==> config.mk <==
export PLATFORM = sky130hd
export DESIGN_NAME = acc_reg_cell
export DESIGN_NICKNAME = d
export VERILOG_FILES = /design/src/rtl/acc_reg_cell_pkg.sv /design/src/rtl/acc_reg_store.sv /design/src/rtl/acc_reg_notify.sv /design/src/rtl/acc_reg_cell.sv
export SDC_FILE = /design/constraint.sdc
export NUM_CORES = 1
export LEC_CHECK = 0
export BUFFER_PORTS_ARGS = -buffer_cell sky130_fd_sc_hd__buf_2
export CAP_MARGIN = 10
export CORE_MARGIN = 10
export CORE_UTILIZATION = 39
export CTS_CLUSTER_SIZE = 14
export DETAILED_ROUTE_END_ITERATION = 12
export PLACE_DENSITY = 0.83
export SLEW_MARGIN = 20
export SYNTH_ARGS = -nofsm -noshare
export SYNTH_HDL_FRONTEND = slang
export SYNTH_SLANG_ARGS = --single-unit
export TNS_END_PERCENT = 20
==> constraint.sdc <==
create_clock -name clk -period 0.9 [get_ports clk]
set_clock_uncertainty 0.1 [all_clocks]
set_input_delay 0.045 -clock clk [delete_from_list [all_inputs] [get_ports clk]]
set_output_delay 0.045 -clock clk [all_outputs]
set_load 0.01 [all_outputs]
==> src/rtl/acc_reg_cell_pkg.sv <==
package acc_reg_cell_pkg;

    typedef enum logic [2:0] {
        ACC_HOST_RW       = 3'd0,
        ACC_HOST_WO       = 3'd1,
        ACC_HOST_WO_WNTF  = 3'd2,
        ACC_LOGIC_RO      = 3'd3,
        ACC_LOGIC_RO_RNTF = 3'd4,
        ACC_LOGIC_RO_WNTF = 3'd5,
        ACC_LOGIC_RO_RWNTF= 3'd6,
        ACC_CONST         = 3'd7
    } acc_kind_e;

    typedef enum logic [1:0] {
        OWN_HOST  = 2'd0,
        OWN_LOGIC = 2'd1,
        OWN_PARAM = 2'd2
    } owner_e;

    typedef struct packed {
        logic wr;
        logic rd;
    } hit_t;

    function automatic owner_e acc_owner(acc_kind_e k);
        case (k)
            ACC_HOST_RW, ACC_HOST_WO, ACC_HOST_WO_WNTF: return OWN_HOST;
            ACC_CONST:                                  return OWN_PARAM;
            default:                                    return OWN_LOGIC;
        endcase
    endfunction

    function automatic bit acc_readable(acc_kind_e k);
        return !(k == ACC_HOST_WO || k == ACC_HOST_WO_WNTF);
    endfunction

    function automatic bit acc_rd_notify(acc_kind_e k);
        return (k == ACC_LOGIC_RO_RNTF || k == ACC_LOGIC_RO_RWNTF);
    endfunction

    function automatic bit acc_wr_notify(acc_kind_e k);
        return (k == ACC_HOST_WO_WNTF || k == ACC_LOGIC_RO_WNTF ||
                k == ACC_LOGIC_RO_RWNTF);
    endfunction

endpackage

==> src/rtl/acc_reg_store.sv <==
module acc_reg_store
    import acc_reg_cell_pkg::*;
#(
    parameter int          DATA_W    = 32,
    parameter acc_kind_e   ACC       = ACC_HOST_RW,
    parameter logic [DATA_W-1:0] RST_VAL   = '0,
    parameter logic [DATA_W-1:0] CONST_VAL = '0
) (
    input  logic              clk,
    input  logic              rst,
    input  logic              host_we,
    input  logic [DATA_W-1:0] host_data,
    input  logic              upd_stb,
    input  logic [DATA_W-1:0] upd_data,
    output logic [DATA_W-1:0] value
);

    localparam owner_e OWNER = acc_owner(ACC);

    generate
        if (OWNER == OWN_HOST) begin : g_host
            logic [DATA_W-1:0] held_q;
            logic unused_upd;
            assign unused_upd = upd_stb ^ (^upd_data);
            always_ff @(posedge clk) begin
                if (rst) begin
                    held_q <= RST_VAL;
                end else if (host_we) begin
                    held_q <= host_data;
                end
            end
            assign value = held_q;
        end else if (OWNER == OWN_LOGIC) begin : g_logic
            logic [DATA_W-1:0] held_q;
            logic unused_host;
            assign unused_host = host_we ^ (^host_data);
            always_ff @(posedge clk) begin
                if (rst) begin
                    held_q <= RST_VAL;
                end else if (upd_stb) begin
                    held_q <= upd_data;
                end
            end
            assign value = held_q;
        end else begin : g_param
            logic unused_all;
            assign unused_all = clk ^ rst ^ host_we ^ (^host_data) ^
                                upd_stb ^ (^upd_data);
            assign value = CONST_VAL;
        end
    endgenerate

endmodule

==> src/rtl/acc_reg_notify.sv <==
module acc_reg_notify
    import acc_reg_cell_pkg::*;
#(
    parameter int        DATA_W = 32,
    parameter acc_kind_e ACC    = ACC_HOST_RW
) (
    input  logic              clk,
    input  logic              rst,
    input  hit_t              hit,
    input  logic [DATA_W-1:0] host_data,
    output logic              rd_pulse,
    output logic              wr_pulse,
    output logic [DATA_W-1:0] wr_data_q
);

    localparam bit RD_NTF = acc_rd_notify(ACC);
    localparam bit WR_NTF = acc_wr_notify(ACC);

    generate
        if (RD_NTF) begin : g_rd
            logic rd_q;
            always_ff @(posedge clk) begin
                if (rst) rd_q <= 1'b0;
                else     rd_q <= hit.rd;
            end
            assign rd_pulse = rd_q;
        end else begin : g_no_rd
            logic unused_rd;
            assign unused_rd = hit.rd;
            assign rd_pulse  = 1'b0;
        end

        if (WR_NTF) begin : g_wr
            logic              wr_q;
            logic [DATA_W-1:0] data_q;
            always_ff @(posedge clk) begin
                if (rst) begin
                    wr_q   <= 1'b0;
                    data_q <= '0;
                end else begin
                    wr_q <= hit.wr;
                    if (hit.wr) data_q <= host_data;
                end
            end
            assign wr_pulse  = wr_q;
            assign wr_data_q = data_q;
        end else begin : g_no_wr
            logic unused_wr;
            assign unused_wr = hit.wr ^ (^host_data);
            assign wr_pulse  = 1'b0;
            assign wr_data_q = '0;
        end
    endgenerate

    logic unused_clk;
    assign unused_clk = clk ^ rst;

endmodule

==> src/rtl/acc_reg_cell.sv <==
module acc_reg_cell
    import acc_reg_cell_pkg::*;
#(
    parameter int        DATA_W = 32,
    parameter acc_kind_e ACC    = ACC_HOST_RW,
    parameter logic [DATA_W-1:0] RST_VAL   = '0,
    parameter logic [DATA_W-1:0] CONST_VAL = '0
) (
    input  logic              clk,
    input  logic              rst,
    input  logic              wr_stb,
    input  logic              rd_stb,
    input  logic              addr_hit,
    input  logic [DATA_W-1:0] wr_data,
    input  logic              upd_stb,
    input  logic [DATA_W-1:0] upd_data,
    output logic [DATA_W-1:0] rd_value,
    output logic [DATA_W-1:0] value_out,
    output logic              rd_pulse,
    output logic              wr_pulse,
    output logic [DATA_W-1:0] wr_data_q
);

    localparam bit READABLE = acc_readable(ACC);

    hit_t hit;
    assign hit.wr = wr_stb & addr_hit;
    assign hit.rd = rd_stb & addr_hit;

    logic [DATA_W-1:0] held;

    acc_reg_store #(
        .DATA_W   (DATA_W),
        .ACC      (ACC),
        .RST_VAL  (RST_VAL),
        .CONST_VAL(CONST_VAL)
    ) u_store (
        .clk      (clk),
        .rst      (rst),
        .host_we  (hit.wr),
        .host_data(wr_data),
        .upd_stb  (upd_stb),
        .upd_data (upd_data),
        .value    (held)
    );

    acc_reg_notify #(
        .DATA_W(DATA_W),
        .ACC   (ACC)
    ) u_notify (
        .clk      (clk),
        .rst      (rst),
        .hit      (hit),
        .host_data(wr_data),
        .rd_pulse (rd_pulse),
        .wr_pulse (wr_pulse),
        .wr_data_q(wr_data_q)
    );

    assign value_out = held;

    generate
        if (READABLE) begin : g_rd_open
            assign rd_value = held;
        end else begin : g_rd_zero
            assign rd_value = '0;
        end
    endgenerate

endmodule

==> summary.md, run 1 <==
| Metric | Value |
|---|---|
| CTS tree | built |
| Critical path class | reg2out |
| Final cell count without fillers | 377 |
| HPWL after DPL | 3760 um |
| Static Leak | 1.32 nW |
| Worst path required time | 0.75 ns |
| Diode count | 0 |
| PwrDens | 1250 nW/um^2 |
| Max reg flops | 32 |
| Final Routed Wirelength | 5760 um |
| CTS H-tree lvls | 2 |
| WL per Instance | 15.3 um |
| Number of detailed-route iterations in the first pass | 4 |
| RSZ-0062 raised after global routing | true |
| Critical R2R Launch | u_store.value[14] |
| Clk pwr share | 31.8% |
| Latest clock arrival within the worst-skew pair | around 0.27 ns |
| Unique cell type count in the Yosys netlist | 10 |
| Drt drc | 0 |
| Worst hold path class | in2reg |
| Net Switching | 966 uW |
| Crit-path max cell delay | approximately 0.36 ns |
| Area added between synthesis and finish | 39.0% |
| Ports | around 170 |
| Most common flop cell mapped by yosys | dfxtp_1 |
| Worst path cell trace | buf_6 |
| Final RePlAce weighted congestion | 0.707 |
| Dpl cells | roughly 340 |
| Starting Density | between 30% and 40% |
| Slowest stage cell, crit path | dfxtp_2 |
| Core box area | 5070 um^2 |
| Worst path bufs/invs | 1 |
| TritonCTS Buffers | 5 |
| Fin crit period | around 0.90 ns |
| Util after Layout | between 50% and 60% |
| Share of flip-flops with an asynchronous set or reset | 0% |
| Crit path capture type | output port |
| Final Cycle Share | 100% |
| Area contributors post-synth | dfxtp_1 32%, buf_4 26%, a21bo_1 14% |
| Reg2reg path depth | 2 |
| Die X | slightly above 90 um |
| Nets | 376 |
| Clock root buffer | clkbuf_8 |
| Hold EP | u_store.value[6] |
| Failing checks | setup timing |
| Sw Share | 27.6% |
| WP data arrival | around 0.76 ns |
| Vias/cell | 4.42 |
| Setup crit start kind | flip-flop |
| Worst-path clk slew | roughly 0.060 ns |
| Critical-path maximum fanout | 3 |
| Most frequent cells after synthesis | 69 x buf_4, 32 x dfxtp_1, 32 x nand3_1, 28 x a21bo_1, 28 x a21oi_2 |
| Max Fclk | 1110 MHz |
| Fin. Hold Viols | 0 |
| GRT Overall Usage | 12.7% |
| Post-Synthesis Cells | 212 |
| Most common cell in the synthesized netlist | buf_4 |
| Rows | 26 |
| Synthesized cell area | 2020 um^2 |
| GRT Residual Overflow | 0 |
| Fill cell count | 454 |
| Overall power | ~3.5 mW |
| Crit path max-delay family | flip-flops |
| TritonCTS Sinks | 32 |
| Final-report max-slew violation count | 0 |
| # setup viols final | 1 |
| Vias in the first global route | 1743 |
| Clock tree buffer depth | 2 |
| Max VDD drop | 0.000744 V |
| # Max-Cap Violations | 0 |
| Synth warnings | 0 |
| Post-synth top area share | roughly a third |
| Status | finished with violations |
| Setup Buffers After CTS | 0 |
| HP Start | rst |
| Initial DRC count | 72 |
| Post-synth EDFFs | 0 |
| Die area | 8460 um^2 |
| Initial antenna violation count | 0 |
| R2r endpoint | u_store.value[14] |
| Seq/Total Area, Yosys | around a third |
| Share of cells above drive strength 1 | 57.7% |
| Post-route ant nets | 0 |
| Worst hold path cell count | 3 |
| Largest net degree at the start of global routing | 39 |
| Pint | approximately 2.5 mW |
| Setup WS post-layout | -0.000577 ns |
| Port bufs | 99 |
| Sequential share of power | about 44% |
| Register-to-register setup slack | 0.02 ns |
| Yosys reg bits | 32 |
| First-pass GRT wire length | 8940 um |
| Comb pwr share | between 20% and 30% |
| Die height | about 92 um |
| Yosys top cell by area | dfxtp_1 |
| Vias | 1667 |
| Mapped Avg Cell Area | 9.54 um^2 |
per-stage QoR:
step	hold WS, ns	instance area, um^2	worst slack [ns]	setup TNS (ns)
after CTS	0.0384	2730	-0.00423	-0.0137
final	0.0422	2810	-0.000577	-0.000577
after detailed placement	0.209	2210	0.0254	0
after global routing	0.0492	2810	-0.0382	-1.29
after global placement	0.207	2210	0.0380	0
after floorplan	0.0141	2150	0.0285	0
routing by layer:
| metal | GRT usage [%] | routed length [um] |
|---|---|---|
| met1 | 13.1 | 2140 |
| met2 | 22.3 | 3000 |
| met3 | 6.28 | 542 |
| met4 | 3.47 | 72 |
| met5 | 0 | 0 |
layout by cell type, fill, tap and decap left out:
cell / Yosys / routed
a21bo_1: 28 / 28
a21bo_2: 4 / 4
a21oi_1: 4 / 2
a21oi_2: 28 / 30
buf_12: 0 / 5
buf_2: 7 / 77
buf_4: 69 / 1
buf_6: 7 / 22
clkbuf_1: 0 / 2
clkbuf_8: 0 / 6
conb_1: 1 / 34
dfxtp_2: 0 / 28
dfxtp_4: 0 / 4
dlygate4sd3_1: 0 / 32
nand3_1: 32 / 32
logic make-up (layout without fill, tap and decap cells):
kind of cell	Yosys count	after routing	share of synthesized area, %
buf+inv	83	145	31.3
compound gates	64	64	29.0
flops	32	32	31.7
simple gates	32	32	7.92
other cells	1	34	0.185
worst max-delay path by stage:
stage                      startpoint                end  slack, ns  cells after the start
floorplan           u_store.value[30]  u_store.value[30]       0.03                      2
global placement               wr_stb  u_store.value[29]       0.04                      4
detailed placement             wr_stb  u_store.value[29]       0.03                      4
CTS                 u_store.value[27]       rd_value[27]     -0.004                      1
global route         u_store.value[1]        rd_value[1]      -0.04                      1
finish               u_store.value[6]        rd_value[6]    -0.0006                      1
timing repair:
item,CTS,global route
resized for setup,43,19
endpoints found under the hold margin,32,0
endpoints found under the setup margin,62,66
pin swaps,0,3
hold buffers,32,0
layout make-up:
type	instances	area (um^2)	area share, %
Clock buffer	8	90.1	3.21
Timing Repair Buffer	137	1060	37.8
Tap cell	70	87.6	3.12
Multi-Input combinational cell	130	881	31.3
Sequential cell	32	691	24.6
power groups by stage:
| stage | sequential [mW] | clock [mW] | combinational (mW) |
|---|---|---|---|
| floorplan | 1.58 | 0 | 0.582 |
| global placement | 1.55 | 0 | 0.669 |
| detailed placement | 1.55 | 0 | 0.678 |
| CTS | 1.54 | 1.16 | 0.809 |
| global route | 1.55 | 1.23 | 0.917 |
| finish | 1.54 | 1.11 | 0.847 |
No activity file was read; power rests on OpenSTA's default activity.
==> run 2, diff against run 1 <==
--- a/config.mk
+++ b/config.mk
@@ -12,6 +12,7 @@
 export CTS_CLUSTER_SIZE = 14
 export DETAILED_ROUTE_END_ITERATION = 12
 export PLACE_DENSITY = 0.83
+export SETUP_SLACK_MARGIN = 0.1
 export SLEW_MARGIN = 20
 export SYNTH_ARGS = -nofsm -noshare
 export SYNTH_HDL_FRONTEND = slang
==> run 2 against run 1 <==
The flow still finishes with violations (setup timing). Clock power down 9%. Global-route usage up 0.25 points. Sequential power about the same. Setup slack worse by 0.0040 ns. Die area unchanged. Via count down 0.24%. Critical path depth unchanged. Critical endpoint is now rd_value[7]. Largest power group unchanged.
==> summary.md, run 2 (synthesis results as in run 1) <==
| Metric | Value |
|---|---|
| Worst path required time | 0.75 ns (about the same) |
| GRT Overall Usage | 12.9% (+0.25 points) |
| Drt drc | 0 (unchanged) |
| Final Routed Wirelength | 5700 um (-1.0%) |
| Multi-input logic area | 888 um^2 (+0.85%) |
| Ports | 168 (unchanged) |
| Area added between synthesis and finish | 36.6% |
| GRT Residual Overflow | 0 (unchanged) |
| Static Leak | 1.30 nW (-1.1%) |
| Crit path max-delay family | flip-flops |
| Final-report max-slew violation count | 0 (unchanged) |
| Initial antenna violation count | 2 (+2) |
| Worst path bufs/invs | 1 (unchanged) |
| Global-route met3 utilization | 5.87% (-0.41 points) |
| Setup TNS | -0.00588 ns (-0.00531 ns) |
| Crit-path max cell delay | 0.37 ns (about the same) |
| Latest clock arrival within the worst-skew pair | 0.28 ns (about the same) |
| HPWL after DPL | 3750 um (-0.20%) |
| CTS H-tree lvls | 2 (unchanged) |
| Commonest non-fill, non-tap cell in the layout | buf_2 |
| Hold WS | 0.0805 ns (+0.0383 ns) |
| TritonCTS Sinks | 32 (unchanged) |
| Clock root buffer | clkbuf_8 |
| Critical path class | reg2out |
| # setup viols final | 2 (+1) |
| Met1 Use GR | 12.7% (-0.39 points) |
| Core box area | 5070 um^2 (unchanged) |
| Register-to-register setup slack | 0.03 ns (about the same) |
| Area of placed instances | 2230 um^2 (+0.91%) |
| Vias in the first global route | 1856 (+6.5%) |
| Clock tree buffer depth | 2 (unchanged) |
| PwrDens | 1220 nW/um^2 (-1.9%) |
| Setup crit start kind | flip-flop |
| Slowest stage cell, crit path | dfxtp_2 |
| Max Fclk | 1110 MHz (-0.44%) |
| Setup WS post-layout | -0.00459 ns (-0.00401 ns) |
| Fin crit period | 0.905 ns (+0.00401 ns) |
| Die height | 92.0 um (unchanged) |
| Rows | 26 (unchanged) |
| # Max-Cap Violations | 0 (unchanged) |
| Status | finished with violations |
| Worst-path clk slew | 0.06 ns (about the same) |
| Fill cell count | 453 (-0.22%) |
| WP data arrival | 0.76 ns (about the same) |
| Failing checks | setup timing |
| Setup Buffers After CTS | 0 (unchanged) |
| RSZ-0062 raised after global routing | true |
| Post-route ant nets | 0 (unchanged) |
| Share of cells above drive strength 1 | 58.5% (+0.84 points) |
| Worst path cell trace | buf_6 |
| Crit path capture type | output port |
| Nets | 376 (unchanged) |
| Max VDD drop | 0.000663 V (-11%) |
| Vias/cell | 4.40 (-0.50%) |
| Vias | 1663 (-0.24%) |
| Number of detailed-route iterations in the first pass | 4 (unchanged) |
| WL per Instance | 15.1 um (-1.3%) |
| First-pass GRT wire length | 9060 um (+1.3%) |
| Die area | 8460 um^2 (unchanged) |
| Starting Density | 39.8% (unchanged) |
| CTS tree | built |
| TritonCTS Buffers | 5 (unchanged) |
| Storage element area | 688 um^2 (-0.36%) |
| Fin. Hold Viols | 0 (unchanged) |
| Critical-path maximum fanout | 3 (unchanged) |
| Layer carrying the most global-route usage | met2 |
| Largest net degree at the start of global routing | 45 (+15%) |
| Final Cycle Share | 101% (+0.45 points) |
| M2 GR Usage | 23.2% (+0.88 points) |
| Final RePlAce weighted congestion | 0.681 (-3.8%) |
| Die X | 92.0 um (unchanged) |
| Initial DRC count | 67 (-6.9%) |
| Final Instance Area | 2760 um^2 (-1.7%) |
| Max reg flops | 32 (unchanged) |
| Worst hold path class | in2reg |
| Port bufs | 99 (unchanged) |
| Commonest cells after routing, fill and taps aside | 81 x buf_2, 34 x conb_1, 32 x nand3_1, 32 x a21oi_2, 32 x dlygate4sd3_1 |
## run 2: per-stage QoR
step                power [mW]  util (%)  setup WS, ns  cells
floorplan                 2.18         -        0.0813    245
global placement          2.22      44.0        0.0383    337
detailed placement        2.23      44.0      -0.00510    337
CTS                       3.41      53.0      -0.00814    376
global route              3.58      54.4       -0.0397    378
finish                    3.38      54.4      -0.00459    378
## run 2: cell type report
cell class	count	share of cell area, %
clock inverter	1	0.181
multi-input combinational	130	32.2
sequential	32	24.9
clock buffer	6	2.63
antenna	2	0.181
tap	70	3.17
timing repair buffer	137	36.8
## run 2: power breakdown
part           internal (mW)  switching (mW)
sequential              1.49          0.0516
combinational          0.411           0.418
clock                  0.525           0.486
## run 2: worst paths after layout
check,startpoint,endpoint,depth (start not counted)
max,u_store.value[7],rd_value[7],1
max reg2reg,u_store.value[5],u_store.value[5],2
min,rst,u_store.value[7],3
min reg2reg,u_store.value[9],u_store.value[9],2
## run 2: repair_timing
item                                    in CTS  in global routing
pin swaps                                   27                 29
gates cloned                                 0                  0
hold buffers                                32                  0
hold endpoints to repair                    32                  0
resized for setup                           11                 14
endpoints found under the setup margin      92                 96
## run 2: layer usage
| metal | wire length, um | share of wire (%) | vias to the layer above |
|---|---|---|---|
| li1 | - | - | 806 |
| met5 | 0 | 0 | - |
| met3 | 495 | 8.7 | 10 |
| met4 | 102 | 1.8 | 0 |
| met1 | 2170 | 38 | 766 |
| met2 | 2930 | 51 | 81 |
